`src/rtl/slot_rob_pkg.sv`:
```
package slot_rob_pkg;

  typedef struct packed {
    logic rsvWe;
    logic exeWe;
  } robStrobe_t;

  function automatic int wrapAdd(int a, int b, int depth);
    int s;
    s = a + b;
    return (s >= depth) ? s - depth : s;
  endfunction

endpackage

```
`src/rtl/slot_rob_ctrl.sv`:
```
module slot_rob_ctrl
  import slot_rob_pkg::*;
#(
  parameter int DEPTH = 8,
  parameter int UOP_W = 4,
  parameter int RET_W = DEPTH,
  localparam int PTR_W = $clog2(DEPTH),
  localparam int CNT_W = $clog2(DEPTH + 1)
) (
  input  logic                              clk,
  input  logic                              rstN,
  input  logic                              rsvValid,
  input  logic [UOP_W-1:0]                  rsvUops,
  input  logic                              exeValid,
  input  logic [DEPTH-1:0]                  validVec,
  input  logic [DEPTH-1:0]                  doneVec,
  input  logic [DEPTH-1:0][CNT_W-1:0]       cntArr,
  output robStrobe_t                        strobe,
  output logic [PTR_W-1:0]                  allocPtr,
  output logic [CNT_W-1:0]                  normCnt,
  output logic                              rsvReady,
  output logic [RET_W-1:0]                  retValid,
  output logic [RET_W-1:0][PTR_W-1:0]       retIdx,
  output logic [DEPTH-1:0]                  popMask,
  output logic [CNT_W-1:0]                  availSlots
);

  logic [PTR_W-1:0] headPtr;
  logic [PTR_W-1:0] nextHead;
  logic [PTR_W-1:0] scanIdx;
  logic [CNT_W:0]   scanCum;
  logic [CNT_W:0]   usedSlots;
  logic             scanStop;
  logic [CNT_W-1:0] retCnt;
  logic             accept;

  always_comb begin
    if (rsvUops == '0) normCnt = CNT_W'(1);
    else if (int'(rsvUops) > DEPTH) normCnt = CNT_W'(DEPTH);
    else normCnt = CNT_W'(rsvUops);
  end

  assign rsvReady = (availSlots >= normCnt);
  assign accept   = rsvValid && rsvReady;
  assign strobe.rsvWe = accept;
  assign strobe.exeWe = exeValid;
  assign usedSlots = (CNT_W + 1)'(DEPTH) - {1'b0, availSlots};

  always_comb begin
    popMask  = '0;
    retValid = '0;
    retIdx   = '0;
    scanIdx  = headPtr;
    scanCum  = '0;
    scanStop = 1'b0;
    for (int k = 0; k < RET_W; k++) begin
      retIdx[k] = scanIdx;
      if (!scanStop && (scanCum < usedSlots) && validVec[scanIdx] && doneVec[scanIdx]) begin
        retValid[k]      = 1'b1;
        popMask[scanIdx] = 1'b1;
        scanCum          = scanCum + (CNT_W + 1)'(cntArr[scanIdx]);
        scanIdx          = PTR_W'(wrapAdd(int'(scanIdx), int'(cntArr[scanIdx]), DEPTH));
      end else begin
        scanStop = 1'b1;
      end
    end
    nextHead = scanIdx;
    retCnt   = CNT_W'(scanCum);
  end

  always_ff @(posedge clk or negedge rstN) begin
    if (!rstN) begin
      headPtr    <= '0;
      allocPtr   <= '0;
      availSlots <= CNT_W'(DEPTH);
    end else begin
      headPtr <= nextHead;
      if (accept) allocPtr <= PTR_W'(wrapAdd(int'(allocPtr), int'(normCnt), DEPTH));
      availSlots <= availSlots - (accept ? normCnt : '0) + retCnt;
    end
  end

  p_avail_bound_r3: assert property (@(posedge clk) disable iff (!rstN)
    availSlots <= CNT_W'(DEPTH));

  p_refuse_hold_r7: assert property (@(posedge clk) disable iff (!rstN)
    (rsvValid && !rsvReady) |=> (allocPtr == $past(allocPtr)));

  for (genvar g = 1; g < RET_W; g++) begin : gLaneOrder
    p_lane_order_r8: assert property (@(posedge clk) disable iff (!rstN)
      retValid[g] |-> retValid[g-1]);
  end

endmodule

```
`src/rtl/slot_rob_data.sv`:
```
module slot_rob_data
  import slot_rob_pkg::*;
#(
  parameter int DEPTH = 8,
  parameter int ID_W  = 8,
  parameter int RET_W = DEPTH,
  localparam int PTR_W = $clog2(DEPTH),
  localparam int CNT_W = $clog2(DEPTH + 1)
) (
  input  logic                          clk,
  input  logic                          rstN,
  input  robStrobe_t                    strobe,
  input  logic [PTR_W-1:0]              rsvIdx,
  input  logic [CNT_W-1:0]              rsvCnt,
  input  logic [ID_W-1:0]               rsvId,
  input  logic [PTR_W-1:0]              exeIdx,
  input  logic [DEPTH-1:0]              popMask,
  input  logic [RET_W-1:0][PTR_W-1:0]   retIdx,
  output logic [DEPTH-1:0]              validVec,
  output logic [DEPTH-1:0]              doneVec,
  output logic [DEPTH-1:0][CNT_W-1:0]   cntArr,
  output logic [RET_W-1:0][ID_W-1:0]    retIdArr
);

  logic [DEPTH-1:0][ID_W-1:0] idArr;

  always_ff @(posedge clk or negedge rstN) begin
    if (!rstN) begin
      validVec <= '0;
      doneVec  <= '0;
      cntArr   <= '0;
      idArr    <= '0;
    end else begin
      for (int i = 0; i < DEPTH; i++) begin
        if (popMask[i]) begin
          validVec[i] <= 1'b0;
          doneVec[i]  <= 1'b0;
        end
      end
      if (strobe.exeWe) doneVec[exeIdx] <= 1'b1;
      if (strobe.rsvWe) begin
        validVec[rsvIdx] <= 1'b1;
        doneVec[rsvIdx]  <= 1'b0;
        cntArr[rsvIdx]   <= rsvCnt;
        idArr[rsvIdx]    <= rsvId;
      end
    end
  end

  always_comb begin
    for (int k = 0; k < RET_W; k++) retIdArr[k] = idArr[retIdx[k]];
  end

  p_entry_pending_r4: assert property (@(posedge clk) disable iff (!rstN)
    strobe.rsvWe |=> (validVec[$past(rsvIdx)] && !doneVec[$past(rsvIdx)]));

  p_exe_legal_r5: assert property (@(posedge clk) disable iff (!rstN)
    strobe.exeWe |-> (validVec[exeIdx] && !doneVec[exeIdx]));

endmodule

```
`src/rtl/slot_rob.sv`:
```
module slot_rob
  import slot_rob_pkg::*;
#(
  parameter int DEPTH      = 8,
  parameter int ID_W       = 8,
  parameter int UOP_W      = 4,
  parameter int MAX_RETIRE = DEPTH,
  localparam int PTR_W = $clog2(DEPTH),
  localparam int CNT_W = $clog2(DEPTH + 1)
) (
  input  logic                         clk,
  input  logic                         rstN,
  input  logic                         rsvValid,
  input  logic [ID_W-1:0]              rsvId,
  input  logic [UOP_W-1:0]             rsvUops,
  output logic                         rsvReady,
  output logic [PTR_W-1:0]             rsvToken,
  input  logic                         exeValid,
  input  logic [PTR_W-1:0]             exeToken,
  output logic [MAX_RETIRE-1:0]        retValid,
  output logic [MAX_RETIRE*ID_W-1:0]   retId,
  output logic [CNT_W-1:0]             availSlots,
  output logic                         empty
);

  robStrobe_t                         strobe;
  logic [CNT_W-1:0]                   normCnt;
  logic [DEPTH-1:0]                   validVec;
  logic [DEPTH-1:0]                   doneVec;
  logic [DEPTH-1:0][CNT_W-1:0]        cntArr;
  logic [DEPTH-1:0]                   popMask;
  logic [MAX_RETIRE-1:0][PTR_W-1:0]   retIdx;
  logic [MAX_RETIRE-1:0][ID_W-1:0]    retIdArr;

  slot_rob_ctrl #(.DEPTH(DEPTH), .UOP_W(UOP_W), .RET_W(MAX_RETIRE)) uCtrl (
    .clk(clk), .rstN(rstN), .rsvValid(rsvValid), .rsvUops(rsvUops),
    .exeValid(exeValid), .validVec(validVec), .doneVec(doneVec), .cntArr(cntArr),
    .strobe(strobe), .allocPtr(rsvToken), .normCnt(normCnt), .rsvReady(rsvReady),
    .retValid(retValid), .retIdx(retIdx), .popMask(popMask), .availSlots(availSlots)
  );

  slot_rob_data #(.DEPTH(DEPTH), .ID_W(ID_W), .RET_W(MAX_RETIRE)) uData (
    .clk(clk), .rstN(rstN), .strobe(strobe), .rsvIdx(rsvToken), .rsvCnt(normCnt),
    .rsvId(rsvId), .exeIdx(exeToken), .popMask(popMask), .retIdx(retIdx),
    .validVec(validVec), .doneVec(doneVec), .cntArr(cntArr), .retIdArr(retIdArr)
  );

  assign retId = retIdArr;
  assign empty = (availSlots == CNT_W'(DEPTH));

  p_empty_quiet_r9: assert property (@(posedge clk) disable iff (!rstN)
    empty |-> (retValid == '0));

endmodule

```
`config.mk`:
```
export PLATFORM = sky130hd
export DESIGN_NAME = slot_rob
export DESIGN_NICKNAME = d
export VERILOG_FILES = /design/src/rtl/slot_rob_pkg.sv /design/src/rtl/slot_rob_ctrl.sv /design/src/rtl/slot_rob_data.sv /design/src/rtl/slot_rob.sv
export SDC_FILE = /design/constraint.sdc
export NUM_CORES = 1
export LEC_CHECK = 0
export BUFFER_PORTS_ARGS = -buffer_cell sky130_fd_sc_hd__buf_4
export CAP_MARGIN = 20
export CELL_PAD_IN_SITES_DETAIL_PLACEMENT = 1
export CELL_PAD_IN_SITES_GLOBAL_PLACEMENT = 1
export CORE_ASPECT_RATIO = 1.25
export CORE_MARGIN = 2
export CORE_UTILIZATION = 35
export DETAILED_ROUTE_END_ITERATION = 8
export GPL_ROUTABILITY_DRIVEN = 0
export PLACE_DENSITY = 0.71
export SETUP_SLACK_MARGIN = 0.4
export SYNTH_ARGS = -nofsm -noshare
export SYNTH_HDL_FRONTEND = slang
export SYNTH_SLANG_ARGS = --single-unit
```
`constraint.sdc`:
```
create_clock -name clk -period 18 [get_ports clk]
set_input_delay 0 -clock clk [delete_from_list [all_inputs] [get_ports clk]]
set_output_delay 0 -clock clk [all_outputs]
set_load 0.05 [all_outputs]
```
-- Word level (Yosys, flattened, before mapping)
Cells that the tools add are included.
- add/sub/neg operators: 28
- $lt $le $gt $ge: 39
- equal/unequal tests: 1
- muxes and demuxes: 160
- bitwise operators: 11
- reductions and logical operators: 41
- operator list (kind ; count):
    $bmux W8 S3 ; 8
    $mux W8 ; 20
    $bmux W4 S3 ; 8
    $or A8 B8 Y8 ; 9
    $bwmux W64 ; 1
    $mux W1 ; 57
    $mux W4 ; 14
    $mux W3 ; 17
    $bmux W1 S3 ; 16
    $add A3 B4 Y5 ; 9
    $ge A5 B4 Y1 const B ; 9
    $lt A3 B4 Y1 const B ; 10
    $logic_and A1 B1 Y1 ; 34
    $bwmux W32 ; 1
    $demux W1 S3 ; 10
    $ge A3 B1 Y1 const B ; 10
    $lt A5 B5 Y1 ; 6
    $mux W5 ; 6
    $sub A3 B1 Y3 const B ; 9
    $add A5 B4 Y5 ; 5
    $demux W8 S3 ; 1
    $demux W4 S3 ; 1
    $add A4 B4 Y4 ; 2
    $and A8 B8 Y8 ; 1
    11 further kinds ; 16
- register bits after elaboration: 122
- output and inout port bits: 81
- logic and storage cells: 301

-- Longest topological paths before layout
- depth in word-level cells: 53
- depth in mapped cells: 97
- gate-level depth less buffers: 90

-- Modules after synthesis
A second synthesis with hierarchy kept.
- cells, all modules: 1795
- area, all modules: 17339.1 um2
- modules (own cells, without submodules) (module ; instances ; cells each ; area an instance (um2)):
    slot_rob_data ; 1 ; 499 ; 8772.2
    slot_rob_ctrl ; 1 ; 1295 ; 8552.0
    slot_rob ; 1 ; 1 ; 15.0

-- Worst setup path before layout
Ideal clock, no wire load.
- path type: register to register
- from: reg uCtrl.headPtr[0]
- to: reg uCtrl.availSlots[3]
- arrival: 19736 ps
- required time: 17925 ps
- setup slack: -1812 ps
- cell stages (with the launch flop): 81
- period minus slack after synthesis: 19812 ps
- cell sequence: dfrtp_1 buf_4 buf_6 mux4_2 mux2i_1 inv_1 fa_1 xnor2_1 xnor2_4 a22oi_1 o221ai_1 a222oi_1 fa_1 inv_1 o311ai_2 buf_4 clkbuf_1 clkbuf_1 [... 45 more ...] nand4_2 inv_1 clkbuf_1 nand2_1 nand3_1 a21oi_1 a221oi_1 ha_1 fa_1 mux2_1 fa_1 ha_1 a21o_1 a21oi_1 xnor2_1 xnor2_1 xnor2_1 xnor2_1
- word-level cells in the longest chain between the ends: 48
- RTL lines (item ; RTL line ; RTL):
    from (decl) ; slot_rob_ctrl.sv:28 ; logic [PTR_W-1:0] headPtr;
    from (signal assigned) ; slot_rob_ctrl.sv:77 ; headPtr <= nextHead;
    branches (longest 46 deep; another with $add A3 B4 Y5) ; n/a ;
    $mux W4 (*) ; slot_rob_ctrl.sv:58 ; if (!scanStop && (scanCum < usedSlots) && validVec[scanIdx] && doneVec[scanIdx]) begin
    $add A4 B4 Y4 (*) ; slot_rob_ctrl.sv:79 ; availSlots <= availSlots - (accept ? normCnt : '0) + retCnt;
    to (signal assigned) ; slot_rob_ctrl.sv:75 ; availSlots <= CNT_W'(DEPTH);
    to (signal assigned) ; slot_rob_ctrl.sv:79 ;
    to (decl) ; slot_rob_ctrl.sv:25 ; output logic [CNT_W-1:0] availSlots
Every way passes the cells marked *. The select of a mux whose other input is x is not followed.
A chain may end at the register's enable or synchronous reset.

-- Worst setup path after layout
- from: reg uCtrl.availSlots[0]
- to: reg uCtrl.availSlots[3]
- word-level cells in the longest chain between the ends: 47
- RTL lines (item ; RTL line):
    branches (longest 46 deep; another with $sub A4 B4 Y5) ; n/a
    $add A4 B4 Y4 (*) ; slot_rob_ctrl.sv:79
Marked as above.

==> metrics list <==
* Setup total negative slack: 0 ns
* Global-route wire length before repair: 137000 µm
- Clock-pin slew was measured on the worst setup and hold paths at 0.07 ns.
* Latest clock arrival within the worst-skew pair: 0.44 ns
- Number of nets in the finished design: 2644
* Number of CTS-inserted buffers: 17
- Yosys warning count: 0
- In the final routed layout, each cell accounts on average for 32.3 µm.
* Worst hold start: rsvValid
* Max transition margin: 9.69%
- Share of the cycle needed by the critical path after routing: 99.9%
* Req. time, crit path: 18.35 ns
- Global routing consumed, over all layers together, 36.2% of the routing resources.
- Counting every net in the synthesized netlist gives 2431.
- The total overflow left after global routing is 0.
* Boundary Pins: 100
- Count of cell types in the netlist: 123
* Number of setup violations in the final report: 0
- Row generation in the floorplan step produced 90 rows.
- The cell sitting at the root of the clock tree is a sky130_fd_sc_hd__clkbuf_16.
- In this run, synthesis inferred 0 flip-flops with an integrated enable.
- On the critical path, the stage with the largest delay is an instance of sky130_fd_sc_hd__fa_2.
- Input and output buffers added on the ports amount to 99.
- The synthesized design contains 122 register bits.
* DRC viols: 0
- Most common flop cell mapped by yosys: sky130_fd_sc_hd__dfrtp_1
- In this run the worst hold path is classified as in -> reg.
- Starting density of the core: 35.3%
* Worst-Margin Slew: 1.35 ns
- Post-synthesis instance area: 0.0170 mm²
- 1st-pass router iterations: 7
- Mean area per synthesized cell: 7.31 µm²
- Count of final max-slew check failures: 0
- Routed vias/inst: 6.94
* CTS sink cnt: 122
* Sequential cell area fraction in the yosys report: 18.0%
- TritonCTS built the clock tree.
- Across the run, the number of max-cap violations was 0.
- Measured on the finished design, the core utilization comes to 45.5%.
- Run status: finished clean
- Detailed placement finished with a half-perimeter wire length of 69800 µm.
* WS Path Type: reg -> reg
* Cell count after synthesis: 2325
* Pin count of the biggest net entering global routing: 78
- In this run the biggest area consumer among cell types represents 17.8% of the synthesized area.
- Maximum clock frequency: 55.6 MHz
* Antenna violations before repair: 2
* Async set-or-reset flop fraction in the synthesized netlist: 100%
* Horizontal die dimension: 201 µm
* Diodes inserted: 0
- The startpoint identified for the worst register-to-register timing path is uCtrl.availSlots[0]$_DFF_PN0_.
* Final setup skew: 0.0119 ns
* Sort of element at the end of the critical path: register
- Kind of launch point of the worst setup path: register
- The cell that appears most often on the critical path is sky130_fd_sc_hd__buf_4.
- Beginning of the critical path: uCtrl.availSlots[0]$_DFF_PN0_
- Post-Route WL: 103000 µm
- After filler insertion, the fill cell instance count of the layout stands at 5830.
- Summed over all instances, the cell type with the most area after synthesis is sky130_fd_sc_hd__dfrtp_1.
- Critical path arrival: 18.32 ns
* Share of post-route cells with drive strength above 1: 29.6%
- Final hold analysis gives a worst-case slack of 0.0268 ns.
* Area grow syn2layout: 28.7%
- The hold violation count in the final report was 0.
* CTS H-tree depth: 4
- CP Max Fanout: 10
* Die ar.: 0.0503 mm²
- Final antenna-violating net count: 0
- Detailed router's first-iteration violation count: 2735
- Setup repair after global routing could not meet its margin everywhere.
- The number of global-route vias before repair was 21132.
* Critical path's largest stage delay: 0.61 ns
- Counting I/O delays and the setup requirement, the final critical path takes 17.97 ns.
- Core footprint: 0.0481 mm²
* Via count: 22160
- In this run the vertical extent of the chip is 250 µm.
* Top post-synthesis cells by area: sky130_fd_sc_hd__dfrtp_1 (18%), sky130_fd_sc_hd__nand2_1 (11%), sky130_fd_sc_hd__mux2i_1 (7.3%), sky130_fd_sc_hd__ha_1 (5.1%), sky130_fd_sc_hd__a21oi_1 (4.5%)
* Max Buffers Root-to-Sink: 2
-- final timing paths --
check,endpoint,slack [ns],depth (start not counted)
hold / removal,uCtrl.allocPtr[0]$_DFFE_PN0P_,0.03,4
max in group asynchronous,uCtrl.availSlots[1]$_DFF_PN0_,16.43,3
setup / recovery,uCtrl.availSlots[3]$_DFF_PN1_,0.03,82
setup reg to reg,uCtrl.availSlots[3]$_DFF_PN1_,0.03,82
hold reg to reg,uData.doneVec[7]$_DFF_PN0_,0.57,2
min in group asynchronous,uData.idArr[21]$_DFFE_PN0P_,0.27,2
-- routing by layer --
metal | wire, µm | vias to the layer above | share of wire, % | track usage [%]
met5 | 27 | - | 0.026 | 0
met4 | 12500 | 4 | 12 | 35.3
met3 | 11100 | 849 | 11 | 7.53
met2 | 45500 | 1765 | 44 | 58.1
met1 | 34200 | 10658 | 33 | 39.5
li1 | - | 8884 | - | -
-- state kept, by name, indices dropped and copies added, names as in the netlist --
register and cells:
uData.doneVec 8, uData.cntArr 32, uCtrl.allocPtr 3, uData.validVec 8
uCtrl.headPtr 3, uCtrl.availSlots 4, uData.idArr 64
-- repair_timing --
item,in CTS,in global routing
endpoints found under the setup margin,3,7
gates resized for setup,34,206
buffers inserted,39,99
hold buffers,17,0
cloned,0,2
pin swaps,15,121
hold endpoints to repair,147,0
-- metrics by stage --
stage / worst slack [ns] / area [µm²] / std cells
after global routing: -0.661 / 21900 / 3195
after global placement: 0.00576 / 19000 / 3006
final: 0.0250 / 21900 / 3195
after detailed placement: -0.528 / 19000 / 3006
after floorplan: 0.403 / 17300 / 2325
after CTS: 0.419 / 20200 / 3094
-- critical path: cells and delay by family, from the launching register on --
kind                       cells  cell delay, ns
AOI/OAI and AO/OA             29            6.26
adders and majority gates     12            4.00
and+or+nand+nor               18            3.03
buffers and inverters         15            2.58
muxes                          4            0.90
xor gates and xnor gates       4            0.61
DFF                            1            0.46
-- cell families after synthesis --
logic type | after synthesis | share of synthesized area, %
compound gates | 676 | 27.8
mux | 202 | 13.7
xor+xnor | 39 | 2.12
fa+ha+maj | 90 | 7.38
buf+inv | 317 | 8.17
simple gates | 879 | 22.8
flops | 122 | 18.0
-- Yosys cell counts, types with 21 or more instances --
library cell               instances
sky130_fd_sc_hd__nand2_1         497
sky130_fd_sc_hd__a21oi_1         154
sky130_fd_sc_hd__nor2_1          146
sky130_fd_sc_hd__o21ai_0         143
sky130_fd_sc_hd__clkbuf_1        142
sky130_fd_sc_hd__mux2i_1         124
sky130_fd_sc_hd__dfrtp_1         121
sky130_fd_sc_hd__ha_1             69
sky130_fd_sc_hd__nand3_1          65
sky130_fd_sc_hd__inv_1            59
sky130_fd_sc_hd__mux2_2           55
sky130_fd_sc_hd__o22ai_1          35
sky130_fd_sc_hd__a221oi_1         34
sky130_fd_sc_hd__buf_2            32
sky130_fd_sc_hd__buf_4            32
sky130_fd_sc_hd__nor3_1           32
sky130_fd_sc_hd__a211oi_1         31
sky130_fd_sc_hd__a22oi_1          30
sky130_fd_sc_hd__a31oi_1          25
sky130_fd_sc_hd__xnor2_1          23
sky130_fd_sc_hd__buf_1            22
sky130_fd_sc_hd__o221ai_1         21
-- area by class of cell --
type | count | area, µm² | area share (%)
Tap cell | 644 | 806 | 3.68
Clock buffer | 19 | 443 | 2.03
Sequential cell | 122 | 3060 | 14.0
Multi-Input combinational cell | 1887 | 13600 | 62.2
Inverter | 74 | 328 | 1.50
Timing Repair Buffer | 436 | 3490 | 16.0
Clock inverter | 13 | 135 | 0.618
-- placed cells by master (no fill, tap or decap), types with 11 or more instances in the layout --
cell type	count
sky130_fd_sc_hd__a22oi_1	28
sky130_fd_sc_hd__dfrtp_1	116
sky130_fd_sc_hd__nor2b_1	12
sky130_fd_sc_hd__mux2i_1	119
sky130_fd_sc_hd__a21oi_1	136
sky130_fd_sc_hd__o22ai_1	30
sky130_fd_sc_hd__a221o_1	11
sky130_fd_sc_hd__nor3_1	23
sky130_fd_sc_hd__a211oi_1	25
sky130_fd_sc_hd__xor2_1	14
sky130_fd_sc_hd__ha_1	59
sky130_fd_sc_hd__nand2_1	483
sky130_fd_sc_hd__o31ai_1	11
sky130_fd_sc_hd__inv_1	47
sky130_fd_sc_hd__a222oi_1	17
sky130_fd_sc_hd__o211ai_1	20
sky130_fd_sc_hd__and3_1	16
sky130_fd_sc_hd__a21oi_2	16
sky130_fd_sc_hd__nand3_1	63
sky130_fd_sc_hd__a21o_1	19
sky130_fd_sc_hd__mux4_2	16
sky130_fd_sc_hd__a221oi_1	29
sky130_fd_sc_hd__buf_4	382
sky130_fd_sc_hd__and2_1	18
sky130_fd_sc_hd__o21ai_1	20
sky130_fd_sc_hd__inv_2	13
sky130_fd_sc_hd__a22o_1	12
sky130_fd_sc_hd__xnor2_1	19
sky130_fd_sc_hd__nor2_1	134
sky130_fd_sc_hd__mux2_2	51
sky130_fd_sc_hd__dlygate4sd3_1	17
sky130_fd_sc_hd__buf_6	29
sky130_fd_sc_hd__o21ai_0	124
sky130_fd_sc_hd__clkbuf_16	17
sky130_fd_sc_hd__a31oi_1	24
sky130_fd_sc_hd__o221ai_1	15
sky130_fd_sc_hd__nand2b_1	16
Power is not shown: default switching activity piles up to over one toggle a cycle in this logic, so the estimate is an artifact.
